--- config.mk ---
export PLATFORM = sky130hd
export DESIGN_NAME = bcd_rtc
export DESIGN_NICKNAME = d
export VERILOG_FILES = /design/src/rtl/bcd_rtc.sv
export SDC_FILE = /design/constraint.sdc
export NUM_CORES = 1
export LEC_CHECK = 0
export ABC_AREA = 1
export BUFFER_PORTS_ARGS = -buffer_cell sky130_fd_sc_hd__buf_2
export CAP_MARGIN = 20
export CORE_AREA = 2 2 83 144
export DETAILED_ROUTE_END_ITERATION = 6
export DIE_AREA = 0 0 85 146
export PLACE_DENSITY = 0.77
export SLEW_MARGIN = 20
export SYNTH_ARGS = -nofsm -noshare
export SYNTH_HDL_FRONTEND = slang
export SYNTH_SLANG_ARGS = --single-unit
--- constraint.sdc ---
create_clock -name clk -period 4.2 [get_ports clk]
set_input_delay 1.26 -clock clk [delete_from_list [all_inputs] [get_ports clk]]
set_output_delay 1.26 -clock clk [all_outputs]
set_load 0.05 [all_outputs]
--- src/rtl/bcd_rtc.sv ---
module bcd_rtc #(
  parameter int ADDR_W = 13
) (
  input  logic              clk,
  input  logic              rst_n,
  input  logic              tick,
  input  logic [ADDR_W-1:0] addr,
  input  logic [7:0]        din,
  input  logic              ce,
  input  logic              we,
  input  logic              oe,
  output logic [7:0]        dout,
  output logic              sel_clk
);
  localparam int NREG = 8;
  localparam int HOLD_BIT = 6;

  logic [7:0] cnt [NREG];
  logic [7:0] vis [NREG];
  logic [7:0] nxt [NREG];
  logic       hold;

  logic [63:0] cnt_flat, vis_flat;

  wire       in_win = &addr[ADDR_W-1:3];
  wire [2:0] idx    = addr[2:0];
  assign sel_clk = ce && in_win;
  wire wr_hit = sel_clk && we;
  wire rd_hit = sel_clk && oe && !we;

  function automatic logic [7:0] fmask(input int i);
    case (i)
      0:       return 8'h3F;
      1, 2:    return 8'h7F;
      3, 5:    return 8'h3F;
      4:       return 8'h07;
      6:       return 8'h1F;
      default: return 8'hFF;
    endcase
  endfunction

  function automatic logic [7:0] fresh(input int i);
    case (i)
      0:       return 8'h20;
      4, 5, 6: return 8'h01;
      default: return 8'h00;
    endcase
  endfunction

  function automatic logic [7:0] binc(input logic [7:0] v);
    if (v[3:0] == 4'h9) return {v[7:4] + 4'h1, 4'h0};
    return v + 8'h01;
  endfunction

  logic       leap;
  logic [7:0] last_day;
  logic       c_sec, c_min, c_hr, c_date, c_mon, c_yr;

  always_comb begin
    leap = (cnt[7][1:0] + {cnt[7][4], 1'b0}) == 2'b00;
    case (cnt[6])
      8'h02:                      last_day = leap ? 8'h29 : 8'h28;
      8'h04, 8'h06, 8'h09, 8'h11: last_day = 8'h30;
      default:                    last_day = 8'h31;
    endcase
  end

  assign c_sec  = cnt[1] == 8'h59;
  assign c_min  = c_sec  && cnt[2] == 8'h59;
  assign c_hr   = c_min  && cnt[3] == 8'h23;
  assign c_date = c_hr   && cnt[5] == last_day;
  assign c_mon  = c_date && cnt[6] == 8'h12;
  assign c_yr   = c_mon  && cnt[7] == 8'h99;

  always_comb begin
    nxt[1] = c_sec ? 8'h00 : binc(cnt[1]);
    nxt[2] = !c_sec ? cnt[2] : (c_min ? 8'h00 : binc(cnt[2]));
    nxt[3] = !c_min ? cnt[3] : (c_hr ? 8'h00 : binc(cnt[3]));
    nxt[4] = !c_hr ? cnt[4] : (cnt[4] == 8'h07 ? 8'h01 : cnt[4] + 8'h01);
    nxt[5] = !c_hr ? cnt[5] : (c_date ? 8'h01 : binc(cnt[5]));
    nxt[6] = !c_date ? cnt[6] : (c_mon ? 8'h01 : binc(cnt[6]));
    nxt[7] = !c_mon ? cnt[7] : (c_yr ? 8'h00 : binc(cnt[7]));
    nxt[0] = !c_yr ? cnt[0] : (cnt[0] == 8'h39 ? 8'h00 : binc(cnt[0]));
  end

  generate
    for (genvar g = 0; g < NREG; g++) begin : g_reg
      always_ff @(posedge clk or negedge rst_n) begin
        if (!rst_n) begin
          cnt[g] <= fresh(g);
          vis[g] <= fresh(g);
        end else if (wr_hit && idx == 3'(g)) begin
          cnt[g] <= din & fmask(g);
          vis[g] <= din & fmask(g);
        end else begin
          if (tick) cnt[g] <= nxt[g] & fmask(g);
          if (!hold) vis[g] <= cnt[g];
        end
      end
      assign cnt_flat[8*g +: 8] = cnt[g];
      assign vis_flat[8*g +: 8] = vis[g];
    end
  endgenerate

  always_ff @(posedge clk or negedge rst_n) begin
    if (!rst_n) begin
      hold <= 1'b0;
      dout <= 8'h00;
    end else begin
      if (wr_hit && idx == 3'd0) hold <= din[HOLD_BIT];
      if (!rd_hit)        dout <= 8'h00;
      else if (idx == 3'd0) dout <= {1'b0, hold, vis[0][5:0]};
      else                dout <= vis[idx];
    end
  end
endmodule


# ---- Word level (Yosys, flattened, before mapping)
# Index checks and enable logic that the tools add are counted.
dict set report totals {
  regBits 137
  inputBits 27
  word_cells 196
}
dict set report op_classes {
  addsub 16
  n_lt_le_gt_ge 1
  eq_ne 35
  n_mux 75
  n_bitwise 1
  reduce_logical 44
}
# operator n
set ops {}
lappend ops {{$mux W8} 40}
lappend ops {{$mux W6} 12}
lappend ops {{$mux W7} 7}
lappend ops {{$reduce_bool A2 Y1} 15}
lappend ops {{$eq A4 B4 Y1 const B} 7}
lappend ops {{$bmux W8 S3} 1}
lappend ops {{$eq A8 B3 Y1 const B} 3}
lappend ops {{$mux W5} 4}
lappend ops {{$add A6 B1 Y6 const B} 3}
lappend ops {{$logic_and A1 B1 Y1} 17}
lappend ops {{$eq A8 B5 Y1 const B} 2}
lappend ops {{$eq A8 B6 Y1 const B} 2}
lappend ops {{$eq A8 B7 Y1 const B} 2}
lappend ops {{$ne A2 B1 Y1 const B} 8}
lappend ops {{$add A7 B1 Y7 const B} 2}
lappend ops {{$reduce_and A2 Y1} 7}
lappend ops {{$eq A3 B3 Y1 const B} 4}
lappend ops {{$pmux W5 S2} 1}
lappend ops {{$reduce_and A10 Y1} 1}
lappend ops {{$add A3 B1 Y3 const B} 3}
lappend ops {{$add A8 B1 Y8 const B} 1}
lappend ops {{$eq A8 B2 Y1 const B} 1}
lappend ops {{$eq A8 B4 Y1 const B} 1}
lappend ops {{$eq A8 B6 Y1} 1}
lappend ops {{16 further kinds} 27}

# ---- Logic depth before layout (Yosys ltp)
# Gate-level depths: netlist of run 1.
dict set report logic_depth {
  ltp_word 12
  mapped_depth 14
  ltp_nobuf 14
}

# ---- Worst setup path before layout of run 1
# Ideal clock, no wire load.
dict set report synth_timing {
  path_kind {input to output}
  start {in addr[3]}
  end {out sel_clk}
  arrival_time_ps 2124
  required_ps 2940
  setup_slack_ps 816
  cell_stages 4
  cell_sequence {nand2_1 > nor2_1 > nand2_1 > nor3_2}
}
dict set report synth_between {
  elab_chain_cells 2
}
# item line_no
set synth_rtl {}
lappend synth_rtl {{start, declared} 7} ;# input logic [ADDR_W-1:0] addr,
lappend synth_rtl {{$reduce_and A10 Y1} 25} ;# wire in_win = &addr[ADDR_W-1:3];
lappend synth_rtl {{$logic_and A1 B1 Y1} 27} ;# assign sel_clk = ce && in_win;
lappend synth_rtl {{end, declared} 13} ;# output logic sel_clk
# Every way passes these cells.

# ---- Worst setup path in the final report of run 1
# Ends and elaborated chain as after synthesis.

==> metrics.log, run 1 <==
[metrics] R2R Path End: cnt[57]
[metrics] critical path startpoint category: input pin
[metrics] starting density of the core: 0.592
[metrics] Syn. warnings: 0
[metrics] master of the slowest instance on the critical path: sky130_fd_sc_hd__buf_2
[metrics] number of hold violations in the final report: 0
[metrics] R2R depth: 11
[metrics] net count after synthesis: 903
[metrics] pin count of the biggest net entering global routing: 63
[metrics] HP Class: flip-flop to flip-flop
[metrics] leakage power total: 3.52 nW
[metrics] average footprint of a synthesized cell: 7.74 um2
[metrics] register clock-pin slew on the reported worst setup and hold paths: 0.07 ns
[metrics] start-to-end type of the worst setup path: input pin to output port
[metrics] fraction of met2 tracks used by global routing: 0.568
[metrics] final std cell area, no fill: 7200 um2
[metrics] worst r2r src: cnt[36]
[metrics] number of pins exceeding their max-slew limit in the final report: 0
[metrics] height of the die: 146 um
[metrics] CP Data Arrival Time: 2.08 ns
[metrics] number of inserted filler cells in the final layout: 990
[metrics] final weighted congestion in routability-driven placement: 0.982
[metrics] Critical Path Sink Type: output port
[metrics] Site Rows: 51
[metrics] worst reg2reg setup slack: 1.89 ns
[metrics] slowest cell delay on critical path: 0.30 ns
[metrics] met3 track demand over resource: 0.0454
[metrics] number of antenna violations at the first check in global routing: 0
[metrics] vias in the first global route: 6289
[metrics] Resize count post-CTS: 0
[metrics] Fmax: 300 MHz
[metrics] RSZ-0062 raised after global routing: false
[metrics] instance area after placement: 6900 um2
[metrics] Max Buffers Root-to-Sink: 2
[metrics] final setup violating endpoints: 0
[metrics] Power per Cell Area: 312 nW/um2
[metrics] total number of H-tree levels: 3
[metrics] peak supply drop: 0.313 mV
[metrics] CP Cell Sequence: buf_2 > nand2_1 > nor2_1 > nand2_1 > nor3_2 > buf_2
[metrics] count of hold buffers inserted by post-cts repair: 0
[metrics] core outline area: 11200 um2
[metrics] data required time of the worst path: 2.94 ns
[metrics] Clk Latency, worst-skew pair: 0.36 ns
[metrics] detailed router's first-iteration violation count: 597
[metrics] clock tree from TritonCTS: yes
[metrics] wire length after detailed routing: 19.1 mm
[metrics] clock buffers created by TritonCTS: 9
[metrics] run status: finished clean
[metrics] Worst-Margin Slew: 0.876 ns
[metrics] worst setup path end: sel_clk
[metrics] Root Buffer Master: sky130_fd_sc_hd__clkbuf_16
[metrics] worst hold slack: 0.518 ns
[metrics] vias post-DR: 6363
[metrics] Die X: 85 um
[metrics] synth unique cells: 51
[metrics] detail-routed via count per cell: 6.24
[metrics] antenna viol nets, final: 0
[metrics] number of design rule violations left after detail routing: 0
[metrics] Max FO, Critical Path: 3
[metrics] antenna cells: 0
[metrics] Period Utilization, post-route: 0.795
[metrics] setup bufs post-CTS: 0
[metrics] met1 Resource Use GR: 0.353
[metrics] cell area after synthesis: 6610 um2
[metrics] sum of negative setup slack: 0 ns
[metrics] Top Usage Layer GRT: met2
[metrics] proportion of layout cells with a drive suffix above 1: 0.147
[metrics] reported max-cap violation count: 0
[metrics] HPWL after detailed placement: 14.2 mm
[metrics] number of iterations in the first detailed-routing pass: 6
[metrics] total of flip-flops plus latches after synthesis: 105
[metrics] start point of the worst min-delay path: vis[6]
[metrics] total global routing track utilization: 0.314
[metrics] WL per Instance: 18.7 um
[metrics] overflow left after global routing: 0
[metrics] area of the die: 12400 um2
[metrics] IO Count: 36
[metrics] Seq/Total Area, Yosys: 0.399
[metrics] final-stage net count: 931
[metrics] worst slew slack as a fraction of its limit: 0.415
[metrics] area growth from synthesis to final layout: 8.90%
[metrics] Min Clock Period, post-route: 3.34 ns
[metrics] number of input and output port buffers inserted: 35
[metrics] worst clock skew: 0.0128 ns
[metrics] Clock Sinks: 105
[metrics] first-pass GRT wire length: 31.1 mm
[metrics] start point of the critical path: addr[3]
[metrics] cell count after synthesis: 854
## critical path: cells and delay by family
| kind | cells | cell delay, ns |
|---|---|---|
| buffers and inverters | 2 | 0.40 |
| AND/OR/NAND/NOR | 4 | 0.41 |
## kinds of logic after synthesis
logic type / Yosys count / share of synthesized area
buffers and inverters: 131 / 0.0757
and+or+nand+nor: 409 / 0.288
DFF: 105 / 0.399
AOI/OAI and AO/OA: 167 / 0.169
xor gates and xnor gates: 20 / 0.0265
adders and majority gates: 22 / 0.0416
## metrics by stage
stage	util	worst slack, ns	cells	total power, mW
after global placement	0.618	0.920	1003	1.37
after detailed placement	0.618	0.892	1003	1.38
final	0.645	0.863	1019	2.24
after global routing	0.645	0.749	1019	2.31
after CTS	0.645	0.872	1019	2.23
after floorplan	-	0.816	854	1.28
## placed cells by master, fill, tap and decap left out, drive strengths merged, types with 3 or more instances in the layout
| cell | netlist | layout |
|---|---|---|
| nand2 | 204 | 204 |
| inv | 103 | 106 |
| dfrtp | 97 | 97 |
| nand3 | 95 | 95 |
| nor2 | 80 | 80 |
| o21ai | 53 | 53 |
| buf | 8 | 40 |
| o221ai | 35 | 35 |
| a21oi | 24 | 24 |
| ha | 22 | 22 |
| o211ai | 18 | 18 |
| xor2 | 18 | 18 |
| o22ai | 12 | 12 |
| nor3 | 10 | 10 |
| clkbuf | 15 | 9 |
| nand4 | 9 | 9 |
| dfstp | 8 | 8 |
| o311ai | 7 | 7 |
| clkinv | 5 | 6 |
| a31oi | 5 | 5 |
| o21bai | 4 | 4 |
| or2 | 3 | 3 |
| nand3b | 3 | 3 |
## synth_stat cells, drive strengths merged
| master | number | share of area |
|---|---|---|
| xor2 | 18 | 0.024 |
| inv | 103 | 0.058 |
| clkbuf | 15 | 0.0085 |
| nor3 | 10 | 0.011 |
| a41oi | 1 | 0.0013 |
| or2 | 3 | 0.0028 |
| xnor2 | 2 | 0.0027 |
| a221oi | 1 | 0.0013 |
| nand3b | 3 | 0.0053 |
| o21bai | 4 | 0.0045 |
| o221ai | 35 | 0.046 |
| a22oi | 2 | 0.0023 |
| a21oi | 24 | 0.018 |
| or3 | 1 | 0.00095 |
| dfrtp | 97 | 0.37 |
| nor2 | 80 | 0.057 |
| clkinv | 5 | 0.0030 |
| a31oi | 5 | 0.0047 |
| nor4 | 2 | 0.0019 |
| nor3b | 2 | 0.0023 |
| o22ai | 12 | 0.011 |
| o211ai | 18 | 0.020 |
| o21a | 2 | 0.0023 |
| a31o | 1 | 0.0013 |
| dfstp | 8 | 0.032 |
| nand3 | 95 | 0.078 |
| nand4 | 9 | 0.010 |
| ha | 22 | 0.042 |
| o311ai | 7 | 0.0093 |
| o2111a | 1 | 0.0017 |
| nand2 | 204 | 0.12 |
| o21ai | 53 | 0.042 |
| buf | 8 | 0.0057 |
| a211oi | 1 | 0.0011 |
## flip-flops by register name, summed over array words and instances, names as in the netlist
| signal | cells |
|---|---|
| cnt | 48 |
| vis | 48 |
| dout | 8 |
| hold | 1 |
## layer usage
layer,part of all wire,vias up
li1,-,2983
met1,0.37,3070
met2,0.53,246
met3,0.054,64
met4,0.044,0
met5,0,-
## worst min-delay path by stage
stage,endpoint,slack [ns],cells past startpoint
final,vis[6],0.52,2
after global routing,vis[2],0.54,2
after CTS,vis[57],0.52,2
after detailed placement,vis[57],0.50,2
after global placement,vis[57],0.49,2
after floorplan,vis[18],0.45,2
## area by class of cell
class,count,area [um2],share of cell area
Inverter,108,407,0.0565
Clock inverter,7,76.3,0.0106
Clock buffer,9,225,0.0313
Tap cell,132,165,0.0229
Multi-Input combinational cell,618,3470,0.482
Timing Repair Buffer,40,215,0.0299
Sequential cell,105,2640,0.366
## power breakdown
part	total [mW]	internal, mW	switching, mW
clock	0.875	0.468	0.407
sequential	1.11	1.06	0.0536
combinational	0.259	0.0914	0.167
No activity file was read; power rests on OpenSTA's default activity.
==> run 2, diff against run 1 <==
- clock period: 4.2 -> 3.49 ns (I/O delays scaled with it)
==> run 2 against run 1 <==
Against the previous run: the run now ends with design-rule violations left; combinational power rose by 22%; sequential cell count unchanged; sequential share of layout area decreased by 0.089 points; worst hold slack got worse by 0.0090 ns; clock skew fell by 0.0019 ns; via count is 1.8% higher; largest power group unchanged; die area unchanged; final cell count unchanged; clock power rose by 20%; first-iteration DRC count decreased by 18%; design area increased by 0.24%.
==> metrics.log, run 2 (same netlist as run 1, synthesis figures left out) <==
[metrics] antenna cells: 0 (unchanged)
[metrics] HP Class: flip-flop to flip-flop
[metrics] top flop regs: cnt: 48 flops, vis: 48 flops, dout: 8 flops
[metrics] CP Data Arrival Time: 1.86 ns (-0.22 ns)
[metrics] cell count after placement: 1003 (unchanged)
[metrics] starting density of the core: 0.592 (unchanged)
[metrics] number of pins exceeding their max-slew limit in the final report: 0 (unchanged)
[metrics] WL per Instance: 19.3 um (+2.7%)
[metrics] worst slew slack as a fraction of its limit: 0.428 (+0.0130)
[metrics] wire length on met3: 1.27 mm (+23%)
[metrics] total global routing track utilization: 0.322 (+0.00803)
[metrics] number of hold violations in the final report: 0 (unchanged)
[metrics] post-layout power: 2.69 mW (+20%)
[metrics] CP bufs+invs: 2 (unchanged)
[metrics] clock tree from TritonCTS: yes
[metrics] Post-Layout Cell Count: 1019 (unchanged)
[metrics] Period Utilization, post-route: 0.833
[metrics] vias post-DR: 6478 (+1.8%)
[metrics] total number of H-tree levels: 3 (unchanged)
[metrics] HPWL after detailed placement: 14.5 mm (+2.2%)
[metrics] area growth from synthesis to final layout: 9.16%
[metrics] run status: complete, but fails checks
[metrics] final setup violating endpoints: 0 (unchanged)
[metrics] wire length after detailed routing: 19.6 mm (+2.7%)
[metrics] overflow left after global routing: 0 (unchanged)
[metrics] reported max-cap violation count: 0 (unchanged)
[metrics] Critical Path Sink Type: output port
[metrics] core outline area: 11200 um2 (unchanged)
[metrics] Power per Cell Area: 373 nW/um2 (+20%)
[metrics] register clock-pin slew on the reported worst setup and hold paths: 0.07 ns (about the same)
[metrics] Max FO, Critical Path: 3 (unchanged)
[metrics] failing checks: design-rule violations
[metrics] IO Count: 36 (unchanged)
[metrics] clock buffers created by TritonCTS: 9 (unchanged)
[metrics] wire length on met1: 6.98 mm (-1.7%)
[metrics] height of the die: 146 um (unchanged)
[metrics] Clk Latency, worst-skew pair: 0.35 ns (about the same)
[metrics] CP Cell Sequence: buf_2 > nand2_1 > nor2_1 > nand2_1 > nor3_2 > buf_2
[metrics] Crit path max-delay family: simple AND/OR/NAND/NOR gates
[metrics] RSZ-0062 raised after global routing: false
[metrics] start-to-end type of the worst setup path: input pin to output port
[metrics] proportion of layout cells with a drive suffix above 1: 0.147 (unchanged)
[metrics] setup bufs post-CTS: 0 (unchanged)
[metrics] Die X: 85 um (unchanged)
[metrics] first-pass GRT wire length: 31.6 mm (+1.7%)
[metrics] most frequent cells in the layout: sky130_fd_sc_hd__nand2_1, sky130_fd_sc_hd__dfrtp_1, sky130_fd_sc_hd__nand3_1, sky130_fd_sc_hd__inv_1, sky130_fd_sc_hd__nor2_1
[metrics] number of antenna violations at the first check in global routing: 0 (unchanged)
[metrics] most frequent standard cell in the layout excluding fill and tap cells: sky130_fd_sc_hd__nand2_1
[metrics] top layer reached by signal wires: met4
[metrics] worst clock skew: 0.0109 ns (-0.00195 ns)
[metrics] peak supply drop: 0.322 mV (+2.6%)
[metrics] critical path startpoint category: input pin
[metrics] Resize count post-CTS: 0 (unchanged)
[metrics] final std cell area, no fill: 7220 um2 (+0.24%)
[metrics] final-stage net count: 931 (unchanged)
[metrics] detail-routed via count per cell: 6.36 (+1.8%)
[metrics] Clock Sinks: 105 (unchanged)
[metrics] Fmax: 344 MHz
[metrics] vias in the first global route: 6340 (+0.81%)
[metrics] Min Clock Period, post-route: 2.91 ns
[metrics] number of design rule violations left after detail routing: 1 (+1)
[metrics] instance area after placement: 6910 um2 (+0.18%)
[metrics] data required time of the worst path: 2.44 ns (-0.50 ns)
[metrics] number of inserted filler cells in the final layout: 976 (-1.4%)
[metrics] count of hold buffers inserted by post-cts repair: 0 (unchanged)
[metrics] master of the slowest instance on the critical path: sky130_fd_sc_hd__buf_2
[metrics] number of input and output port buffers inserted: 35 (unchanged)
[metrics] area of the die: 12400 um2 (unchanged)
[metrics] Site Rows: 51 (unchanged)
[metrics] Max Buffers Root-to-Sink: 2 (unchanged)
[metrics] Root Buffer Master: sky130_fd_sc_hd__clkbuf_16
[metrics] core occupancy in the finished layout: 0.646 (+0.00157)
[metrics] antenna viol nets, final: 0 (unchanged)
[metrics] detailed router's first-iteration violation count: 488 (-18%)
[metrics] Worst-Margin Slew: 0.857 ns (-0.0195 ns)
[metrics] leakage power total: 3.52 nW (+0.18%)
[metrics] final weighted congestion in routability-driven placement: 0.937 (-4.6%)
[metrics] routed wire length on met2: 10.2 mm (+0.30%)
[metrics] number of iterations in the first detailed-routing pass: 7 (+1)
[metrics] slowest cell delay on critical path: 0.30 ns (about the same)
[metrics] pin count of the biggest net entering global routing: 56 (-11%)
[metrics] sum of negative setup slack: 0 ns (unchanged)
run 2: cell types whose count changed in the layout (fill, tap and decap cells not counted):
| cell | change |
|---|---|
| sky130_fd_sc_hd__clkinv_4 | +2 |
| sky130_fd_sc_hd__buf_12 | +1 |
| sky130_fd_sc_hd__inv_6 | -3 |
| sky130_fd_sc_hd__buf_4 | -1 |
| sky130_fd_sc_hd__clkbuf_8 | +1 |
run 2: where the power goes:
| group | leakage [nW] | switching (mW) | internal, mW |
|---|---|---|---|
| logic | 2.05 | 0.202 | 0.112 |
| registers | 1.33 | 0.0625 | 1.27 |
| clock network | 0.145 | 0.468 | 0.577 |
run 2: worst reg2reg max path, delay by kind of cell, from the launching register on:
| kind | cells | cell delay (ns) |
|---|---|---|
| simple gates | 9 | 1.54 |
| buf+inv | 1 | 0.12 |
| flops | 1 | 0.41 |
| fa+ha+maj | 1 | 0.22 |
run 2: per-layer routing:
layer  global-route usage  vias to the layer above
met5                    0                        -
met3               0.0556                       78
met4                0.191                        0
li1                     -                     2985
met2                0.559                      292
met1                0.361                     3123
run 2: final timing paths:
kind	from	endpoint	slack [ns]	cells past startpoint
max	addr[5]	sel_clk	0.58	6
min	vis[11]	vis[11]	0.51	2
max reg2reg	cnt[32]	cnt[6]	1.14	11
min reg2reg	vis[11]	vis[11]	0.51	2
max in group asynchronous	rst_n	cnt[61]	1.95	2
min in group asynchronous	rst_n	cnt[50]	0.73	1
run 2: area by class of cell:
cell class                      count  area, um2  area share
Clock inverter                      6       67.6     0.00936
Tap cell                          132        165      0.0229
Clock buffer                       10        239      0.0331
Inverter                          108        407      0.0564
Multi-Input combinational cell    618       3470       0.481
Timing Repair Buffer               40        228      0.0316
Sequential cell                   105       2640       0.366
run 2: through the flow:
stage	worst slack, ns	hold slack [ns]
floorplan	0.532	0.452
finish	0.582	0.509
global route	0.511	0.540
global placement	0.649	0.491
detailed placement	0.583	0.492
CTS	0.583	0.511
